==> config.mk <==
export PLATFORM = sky130hd
export DESIGN_NAME = lfclk_ctrl
export DESIGN_NICKNAME = d
export VERILOG_FILES = /design/src/rtl/lfclk_pkg.sv /design/src/rtl/lfclk_regs.sv /design/src/rtl/lfclk_trim_seq.sv /design/src/rtl/lfclk_src_sel.sv /design/src/rtl/lfclk_gate.sv /design/src/rtl/lfclk_ctrl.sv
export SDC_FILE = /design/constraint.sdc
export NUM_CORES = 1
export LEC_CHECK = 0
export BUFFER_PORTS_ARGS = -buffer_cell sky130_fd_sc_hd__buf_2
export CAP_MARGIN = 15
export CELL_PAD_IN_SITES_DETAIL_PLACEMENT = 1
export CELL_PAD_IN_SITES_GLOBAL_PLACEMENT = 1
export CORE_AREA = 5 5 88 90
export DETAILED_ROUTE_END_ITERATION = 7
export DIE_AREA = 0 0 93 95
export PLACE_DENSITY_LB_ADDON = 0.1
export SETUP_SLACK_MARGIN = 0.5
export SLEW_MARGIN = 20
export SYNTH_ARGS = -nofsm -noshare
export SYNTH_HDL_FRONTEND = slang
export SYNTH_SLANG_ARGS = --single-unit
==> constraint.sdc <==
create_clock -name clk -period 4.7 [get_ports clk]
set_input_delay 1.175 -clock clk [delete_from_list [all_inputs] [get_ports clk]]
set_output_delay 1.175 -clock clk [all_outputs]
set_load 0.02 [all_outputs]
==> src/rtl/lfclk_pkg.sv <==
package lfclk_pkg;
  localparam int unsigned DW = 16;
  localparam int unsigned AW = 3;
  localparam int unsigned NLOCK = 5;
  localparam int unsigned LOCK_BIT = 15;
  localparam int unsigned AUTOLD_BIT = 12;
  localparam int unsigned MASK_LSB = 8;
  localparam int unsigned STATE_LSB = 8;
  localparam int unsigned SRC_LSB = 12;

  typedef enum logic [AW-1:0] {
    A_FCTL  = 3'd0,
    A_FTRIM = 3'd1,
    A_XCTL  = 3'd2,
    A_MCTL  = 3'd3,
    A_GCTL  = 3'd4,
    A_GSET  = 3'd5,
    A_GCLR  = 3'd6,
    A_STAT  = 3'd7
  } reg_addr_e;

  typedef enum logic [1:0] {
    XO_OFF  = 2'd0,
    XO_ON   = 2'd1,
    XO_RSVD = 2'd2,
    XO_BYP  = 2'd3
  } xo_mode_e;

  typedef enum logic [1:0] {
    SRC_NONE = 2'd0,
    SRC_FRO  = 2'd1,
    SRC_XO   = 2'd2
  } cur_src_e;

  typedef enum logic [1:0] {
    TS_IDLE = 2'd0,
    TS_HOLD = 2'd1,
    TS_LOAD = 2'd2
  } trim_st_e;
endpackage

==> src/rtl/lfclk_regs.sv <==
module lfclk_regs import lfclk_pkg::*; #(
  parameter int unsigned N_OUT = 5,
  parameter int unsigned MON_W = 5
) (
  input  logic             clk,
  input  logic             rst_n,
  input  logic             wr_en,
  input  logic [AW-1:0]    wr_addr,
  input  logic [DW-1:0]    wr_data,
  output logic [NLOCK-1:0] lock_q,
  output logic [NLOCK-1:0] wr_ok,
  output logic             fro_en_q,
  output logic [1:0]       xo_mode_q,
  output logic [MON_W-1:0] mon_cfg_q,
  output logic [N_OUT-1:0] mask_q,
  output logic             autoload_dis_q
);
  logic [NLOCK-1:0] hit;
  logic [NLOCK-1:0] lock_d;
  logic             set_ok, clr_ok;
  logic             fro_en_d;
  logic [1:0]       xo_mode_d;
  logic [MON_W-1:0] mon_cfg_d;
  logic [N_OUT-1:0] mask_d;
  logic             autoload_dis_d;
  logic             unused_data;

  assign unused_data = ^{wr_data[14:13], wr_data[7:5]};

  for (genvar i = 0; i < NLOCK; i++) begin : g_lock
    assign hit[i]    = wr_en && (wr_addr == AW'(i));
    assign wr_ok[i]  = hit[i] && !lock_q[i];
    assign lock_d[i] = lock_q[i] | (wr_ok[i] & wr_data[LOCK_BIT]);
  end

  assign set_ok = wr_en && (wr_addr == A_GSET) && !lock_q[A_GCTL];
  assign clr_ok = wr_en && (wr_addr == A_GCLR) && !lock_q[A_GCTL];

  always_comb begin
    fro_en_d       = fro_en_q;
    xo_mode_d      = xo_mode_q;
    mon_cfg_d      = mon_cfg_q;
    mask_d         = mask_q;
    autoload_dis_d = autoload_dis_q;
    if (wr_ok[A_FCTL])  fro_en_d = wr_data[0];
    if (wr_ok[A_FTRIM]) autoload_dis_d = wr_data[AUTOLD_BIT];
    if (wr_ok[A_XCTL] && (wr_data[1:0] != XO_RSVD)) xo_mode_d = wr_data[1:0];
    if (wr_ok[A_MCTL])  mon_cfg_d = wr_data[MON_W-1:0];
    if (wr_ok[A_GCTL])  mask_d = wr_data[MASK_LSB +: N_OUT];
    else if (set_ok)    mask_d = mask_q | wr_data[N_OUT-1:0];
    else if (clr_ok)    mask_d = mask_q & ~wr_data[N_OUT-1:0];
  end

  always_ff @(posedge clk or negedge rst_n) begin
    if (!rst_n) begin
      lock_q         <= '0;
      fro_en_q       <= 1'b0;
      xo_mode_q      <= XO_OFF;
      mon_cfg_q      <= '0;
      mask_q         <= '0;
      autoload_dis_q <= 1'b0;
    end else begin
      lock_q         <= lock_d;
      fro_en_q       <= fro_en_d;
      xo_mode_q      <= xo_mode_d;
      mon_cfg_q      <= mon_cfg_d;
      mask_q         <= mask_d;
      autoload_dis_q <= autoload_dis_d;
    end
  end
endmodule

==> src/rtl/lfclk_trim_seq.sv <==
module lfclk_trim_seq import lfclk_pkg::*; #(
  parameter int unsigned TRIM_W = 11
) (
  input  logic              clk,
  input  logic              rst_n,
  input  logic              trim_wr,
  input  logic [TRIM_W-1:0] trim_in,
  input  logic              fro_en_q,
  output logic [TRIM_W-1:0] trim_q,
  output logic              busy
);
  trim_st_e          st_q, st_d;
  logic [TRIM_W-1:0] trim_d;
  logic [TRIM_W-1:0] pend_q;
  logic              pend_ce;

  always_comb begin
    st_d    = st_q;
    trim_d  = trim_q;
    pend_ce = 1'b0;
    unique case (st_q)
      TS_IDLE: begin
        if (trim_wr) begin
          if (fro_en_q) begin
            st_d    = TS_HOLD;
            pend_ce = 1'b1;
          end else begin
            trim_d = trim_in;
          end
        end
      end
      TS_HOLD: begin
        trim_d = pend_q;
        st_d   = TS_LOAD;
      end
      TS_LOAD: st_d = TS_IDLE;
      default: st_d = TS_IDLE;
    endcase
  end

  assign busy = (st_q != TS_IDLE);

  always_ff @(posedge clk or negedge rst_n) begin
    if (!rst_n) begin
      st_q   <= TS_IDLE;
      trim_q <= '0;
      pend_q <= '0;
    end else begin
      st_q   <= st_d;
      trim_q <= trim_d;
      if (pend_ce) pend_q <= trim_in;
    end
  end
endmodule

==> src/rtl/lfclk_src_sel.sv <==
module lfclk_src_sel #(
  parameter int unsigned SYNC_STG = 2
) (
  input  logic clk,
  input  logic rst_n,
  input  logic sel_wr,
  input  logic sel_req,
  input  logic fro_en_q,
  input  logic xo_rdy_i,
  input  logic xo_on,
  input  logic fro_run,
  output logic sel_q,
  output logic bad_sel_q,
  output logic fro_act,
  output logic xo_act
);
  logic                sel_d, bad_sel_d;
  logic [SYNC_STG-1:0] stg_q, stg_d;
  logic                settled;

  always_comb begin
    sel_d     = sel_q;
    bad_sel_d = bad_sel_q;
    if (sel_wr && (sel_req != sel_q)) begin
      if (sel_req ? xo_rdy_i : fro_en_q) sel_d = sel_req;
      else                               bad_sel_d = 1'b1;
    end
  end

  assign stg_d[0] = sel_q;
  for (genvar i = 1; i < SYNC_STG; i++) begin : g_stg
    assign stg_d[i] = stg_q[i-1];
  end

  assign settled = (stg_q == {SYNC_STG{sel_q}});
  assign fro_act = settled & ~sel_q & fro_run;
  assign xo_act  = settled &  sel_q & xo_on;

  always_ff @(posedge clk or negedge rst_n) begin
    if (!rst_n) begin
      sel_q     <= 1'b0;
      bad_sel_q <= 1'b0;
      stg_q     <= '0;
    end else begin
      sel_q     <= sel_d;
      bad_sel_q <= bad_sel_d;
      stg_q     <= stg_d;
    end
  end
endmodule

==> src/rtl/lfclk_gate.sv <==
module lfclk_gate #(
  parameter int unsigned N_OUT = 5
) (
  input  logic             fro_act,
  input  logic             xo_act,
  input  logic             clk32_fro_i,
  input  logic             clk32_xo_i,
  input  logic [N_OUT-1:0] mask_q,
  output logic [N_OUT-1:0] clk_out_o
);
  logic src_clk;

  assign src_clk = (fro_act & clk32_fro_i) | (xo_act & clk32_xo_i);

  for (genvar i = 0; i < N_OUT; i++) begin : g_out
    assign clk_out_o[i] = mask_q[i] & src_clk;
  end
endmodule

==> src/rtl/lfclk_ctrl.sv <==
module lfclk_ctrl import lfclk_pkg::*; #(
  parameter int unsigned N_OUT    = 5,
  parameter int unsigned TRIM_W   = 11,
  parameter int unsigned MON_W    = 5,
  parameter int unsigned SYNC_STG = 2
) (
  input  logic              clk,
  input  logic              rst_n,
  input  logic              wr_en,
  input  logic [AW-1:0]     wr_addr,
  input  logic [DW-1:0]     wr_data,
  input  logic [AW-1:0]     rd_addr,
  output logic [DW-1:0]     rd_data,
  input  logic              xo_rdy_i,
  input  logic              mon_err_i,
  input  logic              clk32_fro_i,
  input  logic              clk32_xo_i,
  output logic              fro_en_o,
  output logic [TRIM_W-1:0] fro_trim_o,
  output logic              trim_autoload_dis_o,
  output logic [1:0]        xo_mode_o,
  output logic [MON_W-1:0]  mon_cfg_o,
  output logic [N_OUT-1:0]  clk_out_o
);
  logic [1:0]       rst_pipe_q;
  logic             rst_sync_n;
  logic [NLOCK-1:0] lock_q;
  logic [NLOCK-1:0] wr_ok;
  logic             fro_en_q;
  logic [1:0]       xo_mode_q;
  logic [N_OUT-1:0] mask_q;
  logic             trim_busy;
  logic             sel_q, bad_sel_q;
  logic             fro_act, xo_act;
  logic             xo_on;
  logic [1:0]       cur_src;
  logic [DW-1:0]    rd_next;

  always_ff @(posedge clk or negedge rst_n) begin
    if (!rst_n) rst_pipe_q <= '0;
    else        rst_pipe_q <= {rst_pipe_q[0], 1'b1};
  end
  assign rst_sync_n = rst_pipe_q[1];

  lfclk_regs #(.N_OUT(N_OUT), .MON_W(MON_W)) regs_i (
    .clk(clk), .rst_n(rst_sync_n),
    .wr_en(wr_en), .wr_addr(wr_addr), .wr_data(wr_data),
    .lock_q(lock_q), .wr_ok(wr_ok),
    .fro_en_q(fro_en_q), .xo_mode_q(xo_mode_q), .mon_cfg_q(mon_cfg_o),
    .mask_q(mask_q), .autoload_dis_q(trim_autoload_dis_o)
  );

  lfclk_trim_seq #(.TRIM_W(TRIM_W)) trim_i (
    .clk(clk), .rst_n(rst_sync_n),
    .trim_wr(wr_ok[A_FTRIM]), .trim_in(wr_data[TRIM_W-1:0]),
    .fro_en_q(fro_en_q), .trim_q(fro_trim_o), .busy(trim_busy)
  );

  assign fro_en_o  = fro_en_q & ~trim_busy;
  assign xo_mode_o = xo_mode_q;
  assign xo_on     = (xo_mode_q != XO_OFF);

  lfclk_src_sel #(.SYNC_STG(SYNC_STG)) sel_i (
    .clk(clk), .rst_n(rst_sync_n),
    .sel_wr(wr_ok[A_GCTL]), .sel_req(wr_data[0]),
    .fro_en_q(fro_en_q), .xo_rdy_i(xo_rdy_i), .xo_on(xo_on), .fro_run(fro_en_o),
    .sel_q(sel_q), .bad_sel_q(bad_sel_q), .fro_act(fro_act), .xo_act(xo_act)
  );

  lfclk_gate #(.N_OUT(N_OUT)) gate_i (
    .fro_act(fro_act), .xo_act(xo_act),
    .clk32_fro_i(clk32_fro_i), .clk32_xo_i(clk32_xo_i),
    .mask_q(mask_q), .clk_out_o(clk_out_o)
  );

  assign cur_src = fro_act ? SRC_FRO : (xo_act ? SRC_XO : SRC_NONE);

  always_comb begin
    rd_next = '0;
    case (reg_addr_e'(rd_addr))
      A_FCTL: begin
        rd_next[0]        = fro_en_q;
        rd_next[LOCK_BIT] = lock_q[A_FCTL];
      end
      A_FTRIM: begin
        rd_next[TRIM_W-1:0] = fro_trim_o;
        rd_next[AUTOLD_BIT] = trim_autoload_dis_o;
        rd_next[LOCK_BIT]   = lock_q[A_FTRIM];
      end
      A_XCTL: begin
        rd_next[1:0]      = xo_mode_q;
        rd_next[LOCK_BIT] = lock_q[A_XCTL];
      end
      A_MCTL: begin
        rd_next[MON_W-1:0] = mon_cfg_o;
        rd_next[LOCK_BIT]  = lock_q[A_MCTL];
      end
      A_GCTL: begin
        rd_next[0]                 = sel_q;
        rd_next[MASK_LSB +: N_OUT] = mask_q;
        rd_next[LOCK_BIT]          = lock_q[A_GCTL];
      end
      A_GSET, A_GCLR: rd_next[N_OUT-1:0] = mask_q;
      A_STAT: begin
        rd_next[0]                = xo_rdy_i;
        rd_next[1]                = xo_act;
        rd_next[2]                = fro_act;
        rd_next[3]                = mon_err_i;
        rd_next[4]                = bad_sel_q;
        rd_next[STATE_LSB +: 2]   = {xo_on, fro_en_q};
        rd_next[SRC_LSB +: 2]     = cur_src;
      end
      default: rd_next = '0;
    endcase
  end

  always_ff @(posedge clk or negedge rst_sync_n) begin
    if (!rst_sync_n) rd_data <= '0;
    else             rd_data <= rd_next;
  end
endmodule

* After elaboration in Yosys (flattened, before gate mapping)
Cells that the tools add are included.
Operators by class: equal/unequal tests 20, muxes and demuxes 25, bitwise operators 29, reductions and logical operators 33
Operators with widths (count):
- 11-bit two-way mux | 2
- 11-bit one-hot mux with 2 select lines | 1
- 3-bit equality test (second input constant) | 7
- 1-bit bitwise AND | 17
- 1-bit logical AND | 16
- 5-bit two-way mux | 3
- 3-bit by 2-bit equality test with 1-bit output (second input constant) | 4
- 3-bit one-hot mux with 4 select lines | 1
- 1-bit one-hot mux with 5 select lines | 2
- 2-bit two-way mux | 4
- 1-bit one-hot mux with 7 select lines | 1
- 3-bit by 1-bit equality test with 1-bit output (second input constant) | 2
- 3-bit logical NOT | 2
- 1-bit two-way mux | 6
- 2-bit inequality test (second input constant) | 3
- 1-bit OR | 6
- 2-bit one-hot mux with 3 select lines | 1
- 2-bit AND reduction | 3
- 2-bit nonzero test | 3
- 5-bit bitwise AND | 1
- 1-bit logical NOT | 5
- 5-bit inverter | 1
- 5-bit OR | 1
- 2-bit one-hot mux with 2 select lines | 1
- 12 further kinds | 14
Storage, ports and cells: flip-flop bits (word level) 64, output and inout bits 41, word-level logic and storage cells 121

* Depth between registers and ports, before layout
depth in word-level cells 7, gate-level depth with buffers 6, depth with buffers taken out 4

* Cells and area by module
A second synthesis with hierarchy kept.
Unflattened totals: cells, all modules 257, area total of the unflattened synthesis 3188.1 um2
By module, submodules not included:
- lfclk_trim_seq | times used 1, cells each 67, area each 1131.1 um2
- lfclk_regs | times used 1, cells each 80, area each 929.6 um2
- lfclk_ctrl | times used 1, cells each 92, area each 907.1 um2
- lfclk_src_sel | times used 1, cells each 12, area each 167.7 um2
- lfclk_gate | times used 1, cells each 6, area each 52.6 um2

* Worst setup path after synthesis
OpenSTA, ideal clock, no wires.
kind input port to output port, start input port clk32_fro_i, end output port clk_out_o[1], data arrival time 1.710 ns, setup slack 1.815 ns, stages on the path 2, path buffers 0, cells stage by stage a22oi_1 and2b_2
Between the ends: longest elaborated chain between the ends 3
Ends and longest elaborated chain:
- start: declaration | line lfclk_ctrl.sv:16 | input logic clk32_fro_i,
- 1-bit bitwise AND | line lfclk_gate.sv:13 | assign src_clk = (fro_act & clk32_fro_i) | (xo_act & clk32_xo_i);
- 1-bit OR | line lfclk_gate.sv:13
- 1-bit bitwise AND | line lfclk_gate.sv:16 | assign clk_out_o[i] = mask_q[i] & src_clk;
- end: declaration | line lfclk_ctrl.sv:23 | output logic [N_OUT-1:0] clk_out_o
No other way between the ends.

* Worst setup path in the final report
start input port clk32_fro_i, end output port clk_out_o[2]
The elaborated chain is that of the path after synthesis.

==> out/metrics.yaml <==
cts_resized: 0
cts-buffers-inserted: 9
n_fill_cell: 805
ys_seq_area_share_pct: 54.1
startpoint_type: "input port"
ant_nets: 0
maxSlewViolCount: 0
rsz0062_at_grt: "false"
path_class: "input port to output port"
drive_above_1_share_pct: 35.8
detailed_place_hpwl_mm: 5.49
die-height_um: 95
core.rowCount: 31
period_minus_slack_ns: 3.36
placed_cells: 393
pwr-share-comb_pct: 27.1
cp_max_fo: 5
endpoint_kind: "output port"
cts_tree: "done"
clock_power_share_pct: 28.7
switchingPower_mw: 0.632
worst_slew_pin_slew_ns: 0.828
grt_pass1_vias: 2264
drtIter0Drc: 60
syn_to_final_growth_pct: 19.7
gp_congestion: 0.736
cts_sinks: 64
drc: 0
status: "completed"
final.setup.tns_ns: 0
arrival_ns: 2.19
cts_hold_buf: 0
ys_seq_elements: 64
htree_levels: 3
min_path_type: "flip-flop to flip-flop"
skew_ns: 0.00874
power_leakage_nw: 1.68
finalSetupViolCount: 0
synthArstFlopShare_pct: 100
grt_max_degree: 63
postSynthAreaPerCell_um2: 11.5
io_buffers: 66
crit_family: "compound AO/OA/AOI/OAI gates"
diodes: 0
firstDrtPassIters: 4
synth_edf_count: 0
p_seq_share_pct: 44.2
cp.required_ns: 3.52
path_buf_inv: 2
synthDistinctLibCells: 42
clock.fmax_mhz: 298
wl_mm: 7.51
floorplan.initialDensity_pct: 42.4
cts_setup_buffers: 0
synthCells: 258
path_clk_slew_ns: 0.07
slowest_delay_ns: 0.47
grt_antenna_before_repair: 0
detail_route.wl_per_cell_um: 18.4
cts_root_buf: "clkbuf_8"
final.period_utilization_pct: 71.5
nets: 351
clock_latency_ns: 0.34
track_usage_pct: 18.5
cp_common_cell: "buf_2"
hold_viol_final: 0
coreArea_um2: 6980
die_w_um: 93
die_area_um2: 8840
post_drt_via_cell_ratio: 5.39
dr_total_vias: 2204
grt_pass1_wl_mm: 12.4
syn-num-nets: 287
ys_warn_count: 0
ir_drop_uv: 229
synth_flop_cell: "dfrtp_1"
clk_path_buf_depth: 2
p_int_mw: 1.23
io-pin-count: 70
switching_share_pct: 33.9
slowest_stage: "a22oi_1"
slew_headroom_pct: 44.8
maxCapViolations: 0
grt_overflow: 0
final_cell_count_no_fill: 409
power_density_nw_per_um2: 526
syn-cell-area_um2: 2960
path_cells: "buf_2, a22oi_1, and2b_2, buf_2"
stage by stage:
step | total power [mW] | instance area, µm² | util (%) | hold slack, ns | setup slack, ns
after global placement | 1.33 | 3320 | 47.6 | 0.341 | 1.34
after detailed placement | 1.35 | 3320 | 47.6 | 0.350 | 1.31
after floorplan | 1.15 | 2960 | - | 0.331 | 1.81
after global routing | 1.98 | 3540 | 50.8 | 0.380 | 1.21
final | 1.86 | 3540 | 50.8 | 0.364 | 1.34
after CTS | 1.89 | 3540 | 50.8 | 0.367 | 1.31
synthesized netlist by cell type, drive strengths merged (2+ instances only):
library cell	count	area (µm²)
and2b	4	35.0
a21oi	16	80.1
nor3	4	20.0
buf	8	55.1
nor2	21	78.8
a22oi	6	45.0
or2	2	12.5
a22o	2	17.5
mux2i	24	240
nor3b	5	60.1
mux2	21	236
dfrtp	64	1600
nand3	3	15.0
clkbuf	6	22.5
a21o	3	22.5
nor2b	8	57.6
nand2	12	45.0
nand2b	4	25.0
conb	2	7.51
o22ai	4	25.0
inv	6	22.5
nand3b	2	15.0
o221ai	2	17.5
o21ai	15	75.1
state kept, by name, indices dropped and copies added, names as in the netlist, named ones only:
name	flops
regs_i.fro_en_q	1
trim_i.st_q	2
trim_i.trim_q	11
regs_i.xo_mode_q	2
regs_i.mon_cfg_q	5
regs_i.autoload_dis_q	1
trim_i.pend_q	11
rst_pipe_q	2
rd_data	15
regs_i.lock_q	5
sel_i.bad_sel_q	1
sel_i.stg_q	2
sel_i.sel_q	1
worst register-to-register path: stages (launching register included):
cell,delay [ns]
dfrtp_1,0.45
nor2_1,0.13
and4_1,0.64
mux2i_1,0.30
a21oi_1,0.10
path summary, 6_finish.rpt:
| kind | end | slack, ns | startpoint | cells past startpoint |
|---|---|---|---|---|
| worst max-delay path | clk_out_o[2] | 1.34 | clk32_fro_i | 4 |
| worst min-delay path | rst_pipe_q[1] | 0.36 | rst_pipe_q[0] | 0 |
| worst max register to register | trim_i.trim_q[4] | 2.93 | regs_i.fro_en_q | 4 |
| worst min register to register | rst_pipe_q[1] | 0.36 | rst_pipe_q[0] | 0 |
| max in group asynchronous | rd_data[10] | 3.74 | rst_pipe_q[1] | 1 |
| min in group asynchronous | trim_i.pend_q[8] | 0.42 | rst_pipe_q[1] | 1 |
cell type report:
type	instances	area (µm²)	area share (%)
clock inverters	6	82.6	2.33
inverters	6	22.5	0.635
clock buffers	10	138	3.88
multi-input cells	174	1260	35.5
well taps	82	103	2.89
flip-flops and latches	64	1600	45.2
repair buffers	67	338	9.53
layout by cell type, fill, tap and decap left out, types with 3 or more instances in the layout:
master and n:
dfrtp_1 63, nand2_1 12, nand3_1 3, nor3b_1 3, nor2_1 21, a21o_1 3, o22ai_1 4, mux2_2 21
and2b_2 4, clkbuf_8 10, inv_1 6, nor3_1 4, a21oi_1 16, buf_2 66, a22oi_1 6, mux2i_1 24
nor2b_1 7, clkinv_2 3, o21ai_0 15, nand2b_1 4
routing by layer:
metal	wire length [µm]	share of wire (%)	up-vias	GRT usage [%]
li1	-	-	1043	-
met1	3610	48	1101	26.1
met2	3510	47	49	28.1
met3	275	3.7	11	3.59
met4	112	1.5	0	7.33
met5	0	0	-	0
power groups by stage:
stage	Sequential (mW)	Clock (mW)	Combinational (mW)
after global routing	0.850	0.570	0.558
final	0.823	0.535	0.506
after detailed placement	0.834	0	0.514
after CTS	0.824	0.545	0.517
after global placement	0.829	0	0.500
after floorplan	0.902	0	0.244
cells by family (layout without fill, tap and decap cells):
kind of cell	Yosys count	count (layout)	synth area share [%]
simple gates	73	73	14.9
flops	64	64	54.1
compound gates	54	54	11.2
mux	45	45	16.1
buf+inv	20	89	3.38
other cells	2	2	0.254
(Power assumes the default switching activity.)
